$ cat src/rtl/rst_seq_pkg.sv
package rst_seq_pkg;
    typedef enum logic [1:0] {
        ST_RUN   = 2'd0,
        ST_USER  = 2'd1,
        ST_START = 2'd2
    } seq_state_t;

    localparam int KIND_W = 3;
    localparam logic [KIND_W-1:0] KIND_POWERUP = 3'd0;
    localparam logic [KIND_W-1:0] KIND_BACKUP  = 3'd1;
    localparam logic [KIND_W-1:0] KIND_USER    = 3'd4;
endpackage

$ cat src/rtl/rst_pin_sync.sv
module rst_pin_sync #(
    parameter int STAGES = 2
) (
    input  logic clk,
    input  logic rst_n,
    input  logic d_in,
    output logic d_sync
);
    logic [STAGES-1:0] chain;

    genvar g;
    generate
        for (g = 0; g < STAGES; g++) begin : g_stage
            if (g == 0) begin : g_first
                always_ff @(posedge clk or negedge rst_n) begin
                    if (!rst_n) chain[0] <= 1'b1;
                    else        chain[0] <= d_in;
                end
            end else begin : g_next
                always_ff @(posedge clk or negedge rst_n) begin
                    if (!rst_n) chain[g] <= 1'b1;
                    else        chain[g] <= chain[g-1];
                end
            end
        end
    endgenerate

    assign d_sync = chain[STAGES-1];
endmodule

$ cat src/rtl/rst_stretch_timer.sv
module rst_stretch_timer #(
    parameter int LEN_W = 4,
    localparam int CNT_W = (1 << LEN_W) + 1
) (
    input  logic             clk,
    input  logic             rst_n,
    input  logic             load,
    input  logic [LEN_W-1:0] len,
    input  logic             run,
    output logic             busy
);
    logic [CNT_W-1:0] cnt;
    logic [LEN_W:0]   shift;

    assign shift = {1'b0, len} + {{LEN_W{1'b0}}, 1'b1};

    always_ff @(posedge clk or negedge rst_n) begin
        if (!rst_n)
            cnt <= '0;
        else if (load)
            cnt <= {{(CNT_W-1){1'b0}}, 1'b1} << shift;
        else if (run && cnt != '0)
            cnt <= cnt - 1'b1;
    end

    assign busy = (cnt != '0);
endmodule

$ cat src/rtl/slow_reset_sequencer.sv
module slow_reset_sequencer
    import rst_seq_pkg::*;
#(
    parameter int LEN_W       = 4,
    parameter int SYNC_STAGES = 2,
    parameter int STARTUP_CYC = 3
) (
    input  logic              clk,
    input  logic              rst_n,
    input  logic              pin_in,
    input  logic              user_rst_en,
    input  logic              backup_req,
    input  logic [LEN_W-1:0]  stretch_len,
    output logic              proc_rst_n,
    output logic              periph_rst_n,
    output logic              pin_drive_low,
    output logic              cpu_clk_en,
    output logic [KIND_W-1:0] rst_kind
);
    localparam int SU_W = (STARTUP_CYC > 1) ? $clog2(STARTUP_CYC) : 1;
    localparam logic [SU_W-1:0] SU_LOAD = SU_W'(STARTUP_CYC - 1);

    seq_state_t        state, state_nx;
    logic              pin_sync;
    logic              stretch_busy;
    logic              stretch_load;
    logic              user_low;
    logic [SU_W-1:0]   su_cnt;
    logic [KIND_W-1:0] kind_pend;

    rst_pin_sync #(.STAGES(SYNC_STAGES)) u_sync (
        .clk    (clk),
        .rst_n  (rst_n),
        .d_in   (pin_in),
        .d_sync (pin_sync)
    );

    rst_stretch_timer #(.LEN_W(LEN_W)) u_stretch (
        .clk   (clk),
        .rst_n (rst_n),
        .load  (stretch_load),
        .len   (stretch_len),
        .run   (state == ST_USER),
        .busy  (stretch_busy)
    );

    assign user_low = user_rst_en && !pin_sync;

    always_comb begin
        state_nx     = state;
        stretch_load = 1'b0;
        unique case (state)
            ST_RUN: begin
                if (user_low) begin
                    state_nx     = ST_USER;
                    stretch_load = 1'b1;
                end else if (backup_req) begin
                    state_nx = ST_START;
                end
            end
            ST_USER: begin
                if (!stretch_busy && pin_sync)
                    state_nx = ST_START;
            end
            ST_START: begin
                if (user_low) begin
                    state_nx     = ST_USER;
                    stretch_load = 1'b1;
                end else if (su_cnt == '0) begin
                    state_nx = ST_RUN;
                end
            end
            default: state_nx = ST_RUN;
        endcase
    end

    always_ff @(posedge clk or negedge rst_n) begin
        if (!rst_n) state <= ST_RUN;
        else        state <= state_nx;
    end

    always_ff @(posedge clk or negedge rst_n) begin
        if (!rst_n) begin
            su_cnt    <= '0;
            kind_pend <= KIND_POWERUP;
            rst_kind  <= KIND_POWERUP;
        end else begin
            if (state != ST_START && state_nx == ST_START)
                su_cnt <= SU_LOAD;
            else if (state == ST_START && su_cnt != '0)
                su_cnt <= su_cnt - 1'b1;

            if (state == ST_RUN && state_nx == ST_START)
                kind_pend <= KIND_BACKUP;
            else if (state_nx == ST_USER)
                kind_pend <= KIND_USER;

            if (state == ST_START && state_nx == ST_RUN)
                rst_kind <= kind_pend;
        end
    end

    always_comb begin
        unique case (state)
            ST_RUN: begin
                proc_rst_n    = 1'b1;
                periph_rst_n  = 1'b1;
                cpu_clk_en    = 1'b1;
                pin_drive_low = 1'b0;
            end
            ST_USER: begin
                proc_rst_n    = 1'b0;
                periph_rst_n  = 1'b0;
                cpu_clk_en    = 1'b0;
                pin_drive_low = stretch_busy;
            end
            ST_START: begin
                proc_rst_n    = 1'b0;
                periph_rst_n  = 1'b0;
                cpu_clk_en    = 1'b1;
                pin_drive_low = 1'b0;
            end
            default: begin
                proc_rst_n    = 1'b1;
                periph_rst_n  = 1'b1;
                cpu_clk_en    = 1'b1;
                pin_drive_low = 1'b0;
            end
        endcase
    end
endmodule

$ cat config.mk
export PLATFORM = sky130hd
export DESIGN_NAME = slow_reset_sequencer
export DESIGN_NICKNAME = d
export VERILOG_FILES = /design/src/rtl/rst_seq_pkg.sv /design/src/rtl/rst_pin_sync.sv /design/src/rtl/rst_stretch_timer.sv /design/src/rtl/slow_reset_sequencer.sv
export SDC_FILE = /design/constraint.sdc
export NUM_CORES = 1
export LEC_CHECK = 0
export BUFFER_PORTS_ARGS = -buffer_cell sky130_fd_sc_hd__buf_4
export CAP_MARGIN = 15
export CORE_MARGIN = 5
export CORE_UTILIZATION = 35
export CTS_CLUSTER_SIZE = 14
export DETAILED_ROUTE_END_ITERATION = 16
export GPL_TIMING_DRIVEN = 0
export PLACE_DENSITY_LB_ADDON = 0.2
export SYNTH_ARGS = -nofsm -noshare
export SYNTH_HDL_FRONTEND = slang
export SYNTH_SLANG_ARGS = --single-unit
export TNS_END_PERCENT = 30
$ cat constraint.sdc
create_clock -name clk -period 2.6 [get_ports clk]
set_clock_uncertainty 0.1 [all_clocks]
set_input_delay 0.26 -clock clk [delete_from_list [all_inputs] [get_ports clk]]
set_output_delay 0.26 -clock clk [all_outputs]
set_load 0.005 [all_outputs]
# Word-level counts from Yosys, hierarchy flattened
# Index checks and enable logic that the tools add are counted.
totals:
  output_inout_bits: 7
  reg_bits: 29
  elab_cells: 52
  input_bits: 9
op_classes:
  shift: 1
  muxes: 17
  addsub: 3
  eq_ne: 5
  reduce_logical: 19
ops:
  columns: ["operator", "count"]
  rows:
  - ["2-to-1 mux 17 bit", 2]
  - ["nonzero test 17 bit", 1]
  - ["<< shifter 1 x 5 -> 17 bit (first input constant)", 1]
  - ["subtractor 17 x 1 -> 17 bit (second input constant)", 1]
  - ["2-to-1 mux 2 bit", 7]
  - ["nonzero test 2 bit", 4]
  - ["logical AND 1 bit", 7]
  - ["zero test 2 bit", 3]
  - ["2-to-1 mux 3 bit", 2]
  - ["case mux 2 bit (3 select lines)", 1]
  - ["adder 4 x 1 -> 5 bit (second input constant)", 1]
  - ["2-to-1 mux 1 bit", 5]
  - ["equality test 2 x 1 -> 1 bit (second input constant)", 2]
  - ["equality test 2 bit (second input constant)", 2]
  - ["OR reduction 2 bit", 2]
  - ["zero test 1 bit", 2]
  - ["!= test 2 bit (second input constant)", 1]
  - ["subtractor 2 x 1 -> 2 bit (second input constant)", 1]

# Logic depth before layout (Yosys ltp)
logic_depth:
  word_depth: 8
  ltp_mapped: 9

# By module
# Synthesis repeated with hierarchy kept, for this count alone.
hier_totals:
  hier_cells: 195
  area_unflattened_um2: 1801.7
modules_own_cells:
  columns: ["mod", "seq_area_each_um2", "cells_each", "area_per_inst_um2", "n_inst"]
  rows:
  - ["rst_stretch_timer", 425.4, 137, 1179.9, 1]
  - ["slow_reset_sequencer", 200.2, 56, 569.3, 1]
  - ["rst_pin_sync", 52.6, 2, 52.6, 1]

# Least setup slack after synthesis
# OpenSTA, ideal clock, no wires.
synth_timing:
  kind: "reg-to-reg"
  startpoint: "register state[1]"
  endpoint: "register kind_pend[2]"
  slack_ns: 0.666
  t_arrival_ns: 1.701
  synth_period_minus_slack_ns: 1.934
  setup_time_ns: 0.134
  stages_incl_launch_ff: 10
  cell_sequence: "dfrtp_1 inv_1 ha_1 buf_2 inv_1 or3_1 nor3_2 nor2_1 nor3_1 a22oi_1"
synth_between:
  elab_chain_cells: 6
  word_cells_on_any_way: 14
  classes_between: "eq/ne (4); mux (7); reduce/logical (3)"
synth_rtl:
  columns: ["item", "line", "rtl"]
  rows:
  - ["start, declared", "slow_reset_sequencer.sv:23", "seq_state_t state, state_nx;"]
  - ["start signal, assigned", "slow_reset_sequencer.sv:79", "else state <= state_nx;"]
  - ["2-to-1 mux 2 bit, on equally long branches", "slow_reset_sequencer.sv:69, slow_reset_sequencer.sv:57", null]
  - ["2-to-1 mux 2 bit, on equally long branches", "slow_reset_sequencer.sv:66, slow_reset_sequencer.sv:54", null]
  - ["case mux 2 bit (3 select lines)", "slow_reset_sequencer.sv:52", "unique case (state)"]
  - ["equality test 2 bit", "slow_reset_sequencer.sv:93", "if (state == ST_RUN && state_nx == ST_START)"]
  - ["logical AND 1 bit", "slow_reset_sequencer.sv:93", null]
  - ["2-to-1 mux 3 bit / nonzero test 2 bit (equally long branches)", null, null]
  - ["end signal, assigned", "slow_reset_sequencer.sv:85", "kind_pend <= KIND_POWERUP;"]
  - ["end signal, assigned", "slow_reset_sequencer.sv:94", "kind_pend <= KIND_BACKUP;"]
  - ["end signal, assigned", "slow_reset_sequencer.sv:96", "kind_pend <= KIND_USER;"]
  - ["end, declared", "slow_reset_sequencer.sv:29", "logic [KIND_W-1:0] kind_pend;"]
# Several ways; a longest one is shown, not always the timed one.
# A chain may end at the register's enable or synchronous reset.

# Worst setup path after layout
layout_timing:
  startpoint: "register state[0]"
  endpoint: "register u_stretch.cnt[13]"
layout_between:
  elab_chain_cells: 4
  word_cells_on_any_way: 8
  classes_between: "eq/ne (2); mux (2); reduce/logical (4)"
layout_rtl:
  columns: ["item", "line", "rtl"]
  rows:
  - ["equality test 2 bit / zero test 2 bit (equally long branches)", "slow_reset_sequencer.sv:52", null]
  - ["OR reduction 2 bit (no source line)", null, null]
  - ["2-to-1 mux 1 bit", null, null]
  - ["2-to-1 mux 17 bit / nonzero test 2 bit (equally long branches)", null, null]
  - ["end signal, assigned", "rst_stretch_timer.sv:21", "cnt <= {{(CNT_W-1){1'b0}}, 1'b1} << shift;"]
  - ["end signal, assigned", "rst_stretch_timer.sv:23", "cnt <= cnt - 1'b1;"]
  - ["end, declared", "rst_stretch_timer.sv:12", "logic [CNT_W-1:0] cnt;"]
# Several ways; a longest one is shown, not always the timed one.

==> flow_summary.yaml <==
power_and_ir_drop:
  total_power_mw: 2.209
  vdd_drop_max_uv: 396.5
  swShare_pct: 44.26
  cellPowerDensity_nw_per_um2: 1145
  combinationalPowerShare_pct: 53.1
  switchingPower_mw: 0.9777
  p_seq_share_pct: 35.7
  leakage_nw: 0.8254
  internal-power_mw: 1.231
  clock_power_share_pct: 11.3
global_routing:
  grt_first_pass_wirelength_um: 6617
  grt-ovfl-total: 0
  met2_usage_pct: 20.78
  globalRouteMet1Util_pct: 18.46
  grt_pass1_vias: 1409
  grt_util_met3_pct: 2.032
  globalRouteTotalUtil_pct: 13.12
  grt_max_degree: 28
  grt.busiest_layer: "met2"
  antenna_found_initial: 0
setup_path:
  cpPeakStageDelay_ns: 0.44
  slowest_stage: "dfrtp_1"
  critPathMaxFanout: 6
  crit_top_cell: "o22a_1"
  crit_path_start_kind: "flip-flop"
  cp_data_arrival_time_ns: 2.43
  timing.rr.start: "state[0]"
  r2r_setup_slack_ns: 0.29
  cp_data_required_time_ns: 2.73
  r2r_end: "u_stretch.cnt[13]"
  crit_chain: "inv_1 > ha_1 > nor2_1 > or2_2 > nor3_1 > and3_1 > o22a_1 > o22a_1"
  path_class: "reg -> reg"
  cp-end-kind: "flip-flop"
  r2r_cells: 8
cells_and_area:
  instances_no_fill: 259
  layout_commonest_cell: "dfrtp_1"
  antenna_cells: 0
  nets: 222
  syn_to_final_growth_pct: 14.14
  fin_util_pct: 41.12
  layout-drive-gt1-share_pct: 16.59
  finish.instance_area_um2: 1929
  final_cell_mix: "25 x dfrtp_1, 16 x buf_4, 15 x nor2_1, 12 x inv_1"
clocking:
  ctsLongestPathBuffers: 2
  clock-sinks: 27
  root_buffer: "clkbuf_8"
  path_clk_slew_ns: 0.10
  post-cts-setup-buffer-count: 0
  cts_tree: "built"
  cts_max_level: 1
  clk_latency_ns: 0.28
  cts_buffers: 3
hold_path:
  hold_class: "in -> reg"
  min_to: "u_stretch.cnt[15]"
  min_delay_path_depth: 3
  hold_path.startpoint: "stretch_len[2]"
sta:
  fmax_mhz: 433.2
  worst_slew_pin_slew_ns: 0.5179
  whs_ns: 0.1814
  period_needed_ns: 2.309
  finalHoldViolCount: 0
  setup_tns_ns: 0
  setup_ws_ns: 0.2915
  drv_slew: 0
  grt_setup_unrepaired: "false"
  fin_crit_sh_pct: 88.79
  slew_headroom_pct: 65.21
  finalSetupViolations: 0
run_status:
  status: "complete, no violations"
synthesis:
  async_flop_share_pct: 100.0
  synthXorXnorAreaFrac_pct: 5.699
  ys_top_cells_by_area: "dfrtp_1 37%, ha_1 5.2%, xnor2_1 5.2%"
  synthCells: 185
  syn_area_per_cell_um2: 9.137
  synth_nets: 201
  synth_top_family_by_area: "simple AND/OR/NAND/NOR gates"
  yosys.area_share.simple_pct: 23.91
  synthAdderAreaFrac_pct: 5.181
  synth_top_area_share_pct: 37.01
  synth_top_cell_by_area: "dfrtp_1"
  ys_ff_latch: 27
  synth_cell_type_count: 51
  ys_warn_count: 0
  syn_area_um2: 1690
  synth_edf_count: 0
  ys_seq_area_share_pct: 40.12
  synth_mux_area_share_pct: 0.5922
  synth_flop_cell: "dfrtp_1"
  synth_compound_area_share_pct: 19.25
floorplanning:
  num_rows: 25
  die_height_um: 79.50
  start_util_pct: 36.03
  die_x_um: 79.50
  die_area_um2: 6319
  core_um2: 4692
  io-pin-count: 16
drt:
  wl_um: 3856
  vias_per_cell: 5.483
  drc_errors: 0
  vias: 1420
  dr.pass1.iters: 4
  wl_per_cell_um: 14.89
  final_antenna_net_count: 0
  drt_iter0_drc: 59
place:
  dp_hpwl_um: 2849
  placed_cell_area_um2: 1863
  place.gp.congestion: 0.8005
  port_buffers: 14
  place_inst: 253
  pre_cts_ws_ns: 0.2023
run:
  maxCapViolCount: 0
## cell type report
cell class | instances | area [µm²]
Buffer | 7 | 37.54
Clock buffer | 4 | 45.04
Fill cell | 484 | 2763
Inverter | 13 | 48.80
Multi-Input combinational cell | 138 | 927.1
Sequential cell | 27 | 678.2
Tap cell | 54 | 67.56
Timing Repair Buffer | 16 | 125.1
## how the worst max path moves through the flow
| stage | startpoint | to | slack (ns) | cells past startpoint |
|---|---|---|---|---|
| floorplan | state[1] | kind_pend[2] | 0.67 | 9 |
| global route | state[1] | u_stretch.cnt[13] | 0.11 | 8 |
| detailed placement | state[0] | u_stretch.cnt[11] | 0.20 | 8 |
| CTS | state[0] | u_stretch.cnt[11] | 0.19 | 8 |
| global placement | state[0] | u_stretch.cnt[2] | 0.15 | 8 |
| finish | state[0] | u_stretch.cnt[13] | 0.29 | 8 |
## power groups by stage
stage	logic, mW	clock network (mW)	registers, mW
3_5_place_dp	1.17	0	0.794
6_report	1.17	0.249	0.788
2_1_floorplan	0.881	0	0.758
4_1_cts	1.18	0.256	0.787
3_3_place_gp	1.17	0	0.793
5_1_grt	1.32	0.273	0.813
## cell families after synthesis
logic type | after synthesis
and+or+nand+nor | 70
DFF | 27
other | 1
muxes | 1
adders and majority gates | 7
buffers and inverters | 20
xor gates and xnor gates | 11
AOI/OAI and AO/OA | 48
## registers in the layout (all words and copies together), names as in the netlist
signal         count
kind_pend          2
rst_kind           2
state              2
su_cnt             2
u_stretch.cnt     17
u_sync.chain       1
u_sync.d_sync      1
## repair_timing
item,CTS,global route
endpoints found under the setup margin,0,1
hold buffers,2,0
resized for setup,0,2
hold endpoints to repair,26,0
## layer usage
layer  part of all wire (%)  up-vias  wire, µm
met5                      0        -         0
met2                     46       23      1790
met3                    2.8        5       108
met4                    1.1        0        42
met1                     50      682      1914
li1                       -      710         -
## critical path: cells and delay by family (launching register included)
kind                       cells  cell delay, ns
AOI/OAI and AO/OA              2            0.26
adders and majority gates      1            0.26
buffers and inverters          1            0.11
DFF                            1            0.44
and+or+nand+nor                4            1.08
## Yosys cell counts, types with 2 or more instances
library cell / instances
nand3_1: 6
inv_1: 12
dfrtp_1: 25
o22a_1: 3
or2_2: 2
a21oi_1: 11
or3_1: 2
nand2b_1: 2
a22o_1: 2
xnor2_1: 10
nand4_1: 3
nor3_2: 2
o31ai_1: 2
dfstp_2: 2
a31oi_1: 4
nor3_1: 11
or4_1: 2
nor4_1: 3
o21ai_0: 11
o211ai_1: 3
clkbuf_1: 3
nor2_1: 15
buf_4: 2
ha_1: 7
nand2_1: 9
nor3b_1: 2
nor2b_1: 5
(Power assumes the default switching activity.)
